$ cat src/rtl/phy_strap_cfg_pkg.sv
package phy_strap_cfg_pkg;
  localparam int unsigned ADDR_W     = 5;
  localparam int unsigned MODE_W     = 3;
  localparam int unsigned DATA_W     = 16;
  localparam int unsigned RSEL_W     = 5;
  localparam int unsigned REG_CTRL   = 0;
  localparam int unsigned REG_MCSR   = 17;
  localparam int unsigned REG_SPEC   = 18;
  localparam int unsigned BYPASS_BIT = 3;
  localparam int unsigned SRST_BIT   = 15;
  localparam int unsigned MODE_LSB   = 5;
endpackage

$ cat src/rtl/strap_sampler.sv
module strap_sampler (
  input  logic clk,
  input  logic rst_n,
  input  logic rx_err,
  output logic load,
  output logic rxer_o,
  output logic rxer_oe
);
  logic armed_q;
  logic armed_d;

  always_comb begin
    armed_d = 1'b1;
  end

  always_ff @(posedge clk or negedge rst_n) begin
    if (!rst_n) begin
      armed_q <= 1'b0;
    end else if (!armed_q) begin
      armed_q <= armed_d;
    end
  end

  // The capture edge is the first edge seen while still unarmed.
  assign load    = !armed_q;
  assign rxer_oe = armed_q;
  assign rxer_o  = armed_q & rx_err;

  // the pin stays an input for exactly one edge after release
  a_r3_oe_after_capture: assert property (@(posedge clk) disable iff (!rst_n)
    $fell(load) |-> rxer_oe);
  a_r3_quiet_when_input: assert property (@(posedge clk) disable iff (!rst_n)
    !rxer_oe |-> !rxer_o);
endmodule

$ cat src/rtl/cfg_regs.sv
module cfg_regs
  import phy_strap_cfg_pkg::*;
#(
  parameter int unsigned AW = ADDR_W,
  parameter int unsigned MW = MODE_W,
  parameter int unsigned DW = DATA_W,
  parameter int unsigned SW = RSEL_W
) (
  input  logic          clk,
  input  logic          rst_n,
  input  logic          load,
  input  logic          strap_bit0,
  input  logic [MW-1:0] mode_pins,
  input  logic          we,
  input  logic [SW-1:0] wsel,
  input  logic [DW-1:0] wdata,
  input  logic [SW-1:0] rsel,
  output logic [DW-1:0] rdata,
  output logic [AW-1:0] dev_addr,
  output logic [MW-1:0] mode_q,
  output logic          bypass
);
  localparam logic [SW-1:0] SEL_CTRL = SW'(REG_CTRL);
  localparam logic [SW-1:0] SEL_MCSR = SW'(REG_MCSR);
  localparam logic [SW-1:0] SEL_SPEC = SW'(REG_SPEC);

  logic [AW-1:0] addr_q, addr_d;
  logic [MW-1:0] mode_r, mode_d;
  logic          byp_q, byp_d;
  logic          cfg_en;

  logic unused_wdata_bits;
  assign unused_wdata_bits = ^wdata[SRST_BIT-1:MODE_LSB+MW];

  assign cfg_en = load | we;

  always_comb begin
    addr_d = addr_q;
    mode_d = mode_r;
    byp_d  = byp_q;
    if (load) begin
      addr_d = {{(AW-1){1'b0}}, strap_bit0};
      mode_d = mode_pins;
    end else if (we) begin
      if (wsel == SEL_SPEC) begin
        addr_d = wdata[AW-1:0];
        mode_d = wdata[MODE_LSB +: MW];
      end else if (wsel == SEL_MCSR) begin
        byp_d = wdata[BYPASS_BIT];
      end else if (wsel == SEL_CTRL && wdata[SRST_BIT]) begin
        byp_d = 1'b0;
      end
    end
  end

  always_ff @(posedge clk or negedge rst_n) begin
    if (!rst_n) begin
      addr_q <= '0;
      mode_r <= '0;
      byp_q  <= 1'b0;
    end else if (cfg_en) begin
      addr_q <= addr_d;
      mode_r <= mode_d;
      byp_q  <= byp_d;
    end
  end

  always_comb begin
    rdata = '0;
    if (rsel == SEL_SPEC) begin
      rdata[AW-1:0]        = addr_q;
      rdata[MODE_LSB +: MW] = mode_r;
    end else if (rsel == SEL_MCSR) begin
      rdata[BYPASS_BIT] = byp_q;
    end
  end

  assign dev_addr = addr_q;
  assign mode_q   = mode_r;
  assign bypass   = byp_q;

  // strap levels seen on the capture edge are what is held after it
  a_r1_strap_addr: assert property (@(posedge clk) disable iff (!rst_n)
    $fell(load) |-> addr_q == {{(AW-1){1'b0}}, $past(strap_bit0)});
  a_r2_strap_mode: assert property (@(posedge clk) disable iff (!rst_n)
    $fell(load) |-> mode_r == $past(mode_pins));
  // address register write lands one clock later
  a_r4_addr_write: assert property (@(posedge clk) disable iff (!rst_n)
    (we && !load && wsel == SEL_SPEC) |=> addr_q == $past(wdata[AW-1:0]));
  // soft reset keeps address and mode
  a_r6_soft_keep: assert property (@(posedge clk) disable iff (!rst_n)
    (we && !load && wsel == SEL_CTRL && wdata[SRST_BIT])
      |=> ($stable(addr_q) && $stable(mode_r) && !byp_q));
endmodule

$ cat src/rtl/addr_match.sv
module addr_match #(
  parameter int unsigned AW = 5
) (
  input  logic          clk,
  input  logic          rst_n,
  input  logic          valid,
  input  logic [AW-1:0] frame_addr,
  input  logic          is_write,
  input  logic [AW-1:0] dev_addr,
  input  logic          bypass,
  output logic          match
);
  logic addr_eq;
  logic wr_skip;

  always_comb begin
    addr_eq = (frame_addr == dev_addr);
    wr_skip = bypass & is_write;
    match   = valid & (addr_eq | wr_skip);
  end

  // nothing matches without a valid frame
  a_r9_needs_valid: assert property (@(posedge clk) disable iff (!rst_n)
    match |-> valid);
  // a read never matches a different address, bypass or not
  a_r8_read_exact: assert property (@(posedge clk) disable iff (!rst_n)
    (valid && !is_write && frame_addr != dev_addr) |-> !match);
endmodule

$ cat src/rtl/phy_strap_cfg.sv
module phy_strap_cfg
  import phy_strap_cfg_pkg::*;
(
  input  logic              clk,
  input  logic              rst_n,
  input  logic              strap_rxer_i,
  input  logic [MODE_W-1:0] mode_strap,
  input  logic              rx_err,
  output logic              rxer_o,
  output logic              rxer_oe,
  input  logic              reg_we,
  input  logic [RSEL_W-1:0] reg_wsel,
  input  logic [DATA_W-1:0] reg_wdata,
  input  logic [RSEL_W-1:0] reg_rsel,
  output logic [DATA_W-1:0] reg_rdata,
  input  logic              frame_valid,
  input  logic [ADDR_W-1:0] frame_addr,
  input  logic              frame_is_write,
  output logic              frame_match,
  output logic [MODE_W-1:0] mode_cfg,
  output logic [ADDR_W-1:0] scr_seed
);
  logic              load;
  logic [ADDR_W-1:0] dev_addr;
  logic              bypass;

  strap_sampler u_sampler (
    .clk     (clk),
    .rst_n   (rst_n),
    .rx_err  (rx_err),
    .load    (load),
    .rxer_o  (rxer_o),
    .rxer_oe (rxer_oe)
  );

  cfg_regs #(
    .AW (ADDR_W),
    .MW (MODE_W),
    .DW (DATA_W),
    .SW (RSEL_W)
  ) u_regs (
    .clk        (clk),
    .rst_n      (rst_n),
    .load       (load),
    .strap_bit0 (strap_rxer_i),
    .mode_pins  (mode_strap),
    .we         (reg_we),
    .wsel       (reg_wsel),
    .wdata      (reg_wdata),
    .rsel       (reg_rsel),
    .rdata      (reg_rdata),
    .dev_addr   (dev_addr),
    .mode_q     (mode_cfg),
    .bypass     (bypass)
  );

  addr_match #(
    .AW (ADDR_W)
  ) u_match (
    .clk        (clk),
    .rst_n      (rst_n),
    .valid      (frame_valid),
    .frame_addr (frame_addr),
    .is_write   (frame_is_write),
    .dev_addr   (dev_addr),
    .bypass     (bypass),
    .match      (frame_match)
  );

  assign scr_seed = dev_addr;

  // a valid frame carrying the seed address always matches
  a_r7_equal_matches: assert property (@(posedge clk) disable iff (!rst_n)
    (frame_valid && frame_addr == scr_seed) |-> frame_match);
endmodule

$ cat config.mk
export PLATFORM = sky130hd
export DESIGN_NAME = phy_strap_cfg
export DESIGN_NICKNAME = d
export VERILOG_FILES = /design/src/rtl/phy_strap_cfg_pkg.sv /design/src/rtl/strap_sampler.sv /design/src/rtl/cfg_regs.sv /design/src/rtl/addr_match.sv /design/src/rtl/phy_strap_cfg.sv
export SDC_FILE = /design/constraint.sdc
export NUM_CORES = 1
export LEC_CHECK = 0
export BUFFER_PORTS_ARGS = -buffer_cell sky130_fd_sc_hd__clkbuf_2
export CORE_ASPECT_RATIO = 0.75
export CORE_MARGIN = 4
export CORE_UTILIZATION = 39
export CTS_CLUSTER_DIAMETER = 40
export DETAILED_ROUTE_END_ITERATION = 10
export HOLD_SLACK_MARGIN = 0.06
export PLACE_DENSITY = 0.9
export SETUP_SLACK_MARGIN = 0.5
export SLEW_MARGIN = 20
export SYNTH_ARGS = -nofsm -noshare
export SYNTH_HDL_FRONTEND = slang
export SYNTH_HIERARCHICAL = 1
export SYNTH_SLANG_ARGS = --single-unit
$ cat constraint.sdc
create_clock -name clk -period 1.55 [get_ports clk]
set_input_delay 0.155 -clock clk [delete_from_list [all_inputs] [get_ports clk]]
set_output_delay 0.155 -clock clk [all_outputs]
set_load 0.02 [all_outputs]
# Word level (Yosys, flattened, before mapping)
# Index checks and enable logic that the tools add are counted.
op_classes:
  n_addsub: 0
  n_mul: 0
  n_div: 0
  n_lt_le_gt_ge: 0
  n_eq_ne: 7
  shift: 0
  muxes: 12
  bitwise_logic: 6
  n_reduce_logical: 6
ops:
  columns: ["op", "n"]
  rows:
  - ["5-bit == test, second input constant", 4]
  - ["5-bit two-way mux", 3]
  - ["3-bit two-way mux", 4]
  - ["5-bit == test", 1]
  - ["5-bit zero test", 1]
  - ["5-bit AND reduction", 1]
  - ["1-bit two-way mux", 4]
  - ["4-bit two-way mux", 1]
  - ["1-bit bitwise AND", 3]
  - ["3-bit AND reduction", 1]
  - ["2-bit by 1-bit != test with 1-bit output, second input constant", 1]
  - ["2-bit != test, second input constant", 1]
  - ["1-bit bitwise OR", 2]
  - ["2-bit nonzero test", 1]
  - ["1-bit logical AND", 1]
  - ["1-bit zero test", 1]
  - ["1-bit NOT", 1]
word_totals:
  register_bits: 10
  latchBits: 0
  ramBits: 0
  mem_bits_ro: 0
  in_bits: 41
  output_inout_bits: 27
  word_cells: 35
  mem_count: 0

# Depth between registers and ports, before layout
logic_depth:
  depth_word: 4
  ltp_mapped: 4
  ltp_nobuf: 4

# Cells and area by module
# Netlist, hierarchy kept.
modules_own_cells:
  columns: ["module", "n_inst", "cells_each", "area_per_inst_um2", "seq_area_each_um2"]
  rows:
  - ["cfg_regs", 1, 72, 616.8, 225.2]
  - ["addr_match", 1, 8, 70.1, 0.0]
  - ["strap_sampler", 1, 4, 38.8, 25.0]

# Least setup slack after synthesis
# OpenSTA, ideal clock, no wires.
synth_path:
  path_kind: "flip-flop to output port"
  startpoint: "register u_regs.addr_q[1], in the netlist u_regs/dev_addr[1]"
  endpoint: "output port frame_match"
  t_arrival_ps: 1243
  t_required_ps: 1395
  setup_slack_ps: 152
  stages_incl_launch_ff: 3
  n_path_buf: 0
  path_cell_list: "dfrtp_1 > xor2_1 > o41ai_2"
synth_via:
  elab_chain_len: 3
synth_lines:
  columns: ["item", "line_no", "rtl"]
  rows:
  - ["from (decl)", "cfg_regs.sv:27", "logic [AW-1:0] addr_q, addr_d;"]
  - ["from (signal assigned)", "cfg_regs.sv:62", "addr_q <= addr_d;"]
  - ["5-bit == test", "addr_match.sv:17", "addr_eq = (frame_addr == dev_addr);"]
  - ["1-bit bitwise OR", "addr_match.sv:19", "match = valid & (addr_eq | wr_skip);"]
  - ["1-bit bitwise AND", "addr_match.sv:19", null]
  - ["to (decl)", "phy_strap_cfg.sv:19", "output logic frame_match,"]
# Every way passes these cells.

# Final worst setup path
# Same ends and word-level chain as after synthesis.

==> metrics <==
post-synth top area cell=dfrtp_1; CTS buffer count=3; Yosys top cell area share=0.345; CTS clk-pin slew, worst paths=roughly 0.070 ns; Root Buffer=clkbuf_4; Bufs on Longest Clock Path=2; Period Utilization, post-route=1.00; die height=roughly 45 um; Skew-Pair Late Insertion Delay=between 0.2 and 0.3 ns; post-DR wirelength/cell=15.4 um; top_reg_cell synth=dfrtp_1; Core Region=~1700 um^2; Slew @ Worst Pin=approximately 0.52 ns; mapped cell area=726 um^2; CTS tree=yes; die width=about 58 um; Yosys cell types=26; Sink Count=10; H-Tree Depth=1; GRT overflow=0; TritonRoute pass-1 iters=4; unrepaired setup endpoints after global routing=yes; placed insts=157; DR iter-0 viols=31; crit end category=output port; I/O pin cnt=68; largest net degree at the start of global routing=11; GR Util All Layers=0.197; top cells by area, synth=dfrtp_1 34%, buf_4 8.3%, and2_1 6.9%, a21oi_1 6.2%, o21ai_0 5.5%; Power, Total=0.759 mW; Die ar.=2620 um^2; Antenna Violating Nets Remaining=0; antenna violations before repair=0; DP Worst Slack=0.0260 ns; post-layout util=0.776; Leak=approximately 0.66 nW; final WL=~2700 um; syn avg cell area=between 8 and 9 um^2; Final Hold Viols=0; final setup TNS=-0.00682 ns; Yosys reg bits=10; Layout Cells excl Fill=173; Worst Skew=around 0.00087 ns; Final nets=around 190; CP max FO=2; I/O Buffers=52; leading cell type in the layout, fill and taps excluded=clkbuf_2; Synth async-reset ratio=1.00; crit path from=u_regs/dev_addr[1]; r2r startpoint=u_sampler/rxer_oe; Starting Density=0.417; Hold Crit Class=primary input to register; crit start category=register; MaxCap Viol Count=0; EDFF count, synth=0; layout cell share with drive strength beyond 1=0.603; post-synthesis sequential area ratio=0.345; fin crit period=~1.6 ns; Worst VDD drop=between 0.4 and 0.5 mV; PD cells=around 560 nW/um^2; residual DRC count=0; status=complete, but fails checks; DPL Wire Length=1740 um; Final Setup Violations=1; Setup CP Type=register to output port; Yosys warning total=6; hold depth=3; vias in the first global route=830; vias per std cell=5.08; worst endpoint data arrival time=~1.4 ns; Final WS setup=-0.00682 ns; FMAX=about 0.64 GHz; Worst slew margin=0.649; area grow syn2layout=86.2%; most frequent cells in the layout=37 x clkbuf_2, 12 x buf_4, 9 x conb_1; Mapped Cells=84; Placer Congestion=0.749; first-pass GRT wire length=just under 4000 um; violated checks=setup timing; Antenna diodes=0; Slew Limit Fails=0; min-delay src=reg_wdata[1]; worst r2r path cells=4; vias=around 880; WP data required=1.39 ns; FP Rows=13
==> sequential cells by signal, indices dropped and copies added (netlist names) <==
register	count
u_regs/mode_q	3
u_regs/dev_addr	5
u_sampler/rxer_oe	1
u_regs/bypass	1
==> critical path, cell delays in order (launching register included) <==
cell     delay [ns]
dfrtp_1        0.42
xor2_2         0.17
o41ai_4        0.35
buf_4          0.20
==> routing by layer <==
layer,up-vias,wire length [um],track usage
li1,419,-,-
met1,401,1010,0.225
met2,54,1390,0.367
met3,4,244,0.0486
met4,0,33,0.0556
met5,-,0,0
==> metrics by stage <==
stage          hold slack, ns  instance area, um^2
2_1_floorplan          -0.141                  795
3_3_place_gp           0.0298                 1030
3_5_place_dp           0.0414                 1030
4_1_cts                 0.118                 1260
5_1_grt                 0.112                 1350
6_report                0.120                 1350
==> final cells by class <==
cell class	instances	area, um^2
inverters	2	12.5
multi-input cells	68	503
fillers	121	389
clock buffers	4	36.3
flip-flops and latches	10	253
repair buffers	67	519
well taps	22	27.5
==> report_power, final <==
part	switching [mW]	total [mW]	internal [mW]
sequential	0.0201	0.298	0.278
combinational	0.121	0.225	0.104
clock	0.0943	0.237	0.142
total	0.235	0.759	0.524
==> worst paths after layout <==
check	end	slack [ns]
worst max-delay path	frame_match	-0.007
worst min-delay path	u_regs/dev_addr[1]	0.12
worst max register to register	u_regs/bypass	0.54
worst min register to register	u_regs/mode_q[1]	0.58
max in group asynchronous	u_regs/dev_addr[0]	1.03
min in group asynchronous	u_sampler/rxer_oe	0.30
==> kinds of logic (layout without fill, tap and decap cells) <==
kind of cell | Yosys count | after routing | share of synthesized area
other cells | 2 | 9 | 0.0103
compound gates | 24 | 24 | 0.200
buf+inv | 13 | 73 | 0.110
xor+xnor | 5 | 5 | 0.0604
flops | 10 | 10 | 0.345
simple gates | 30 | 30 | 0.274
==> Yosys cell counts, types with 3 or more instances <==
master,count
a21oi_1,9
a31oi_1,4
and2_1,8
buf_4,8
dfrtp_1,10
nand3_1,7
nor2b_1,5
o21ai_0,8
xor2_1,3
==> timing repair <==
action                                 4_1_cts  5_1_grt
gates resized for setup                     35       20
pin swaps                                    6        7
buffers inserted                             6        5
setup endpoints to repair                   12       16
endpoints found under the hold margin       10        0
hold buffers                                 1        0
(Power assumes the default switching activity.)
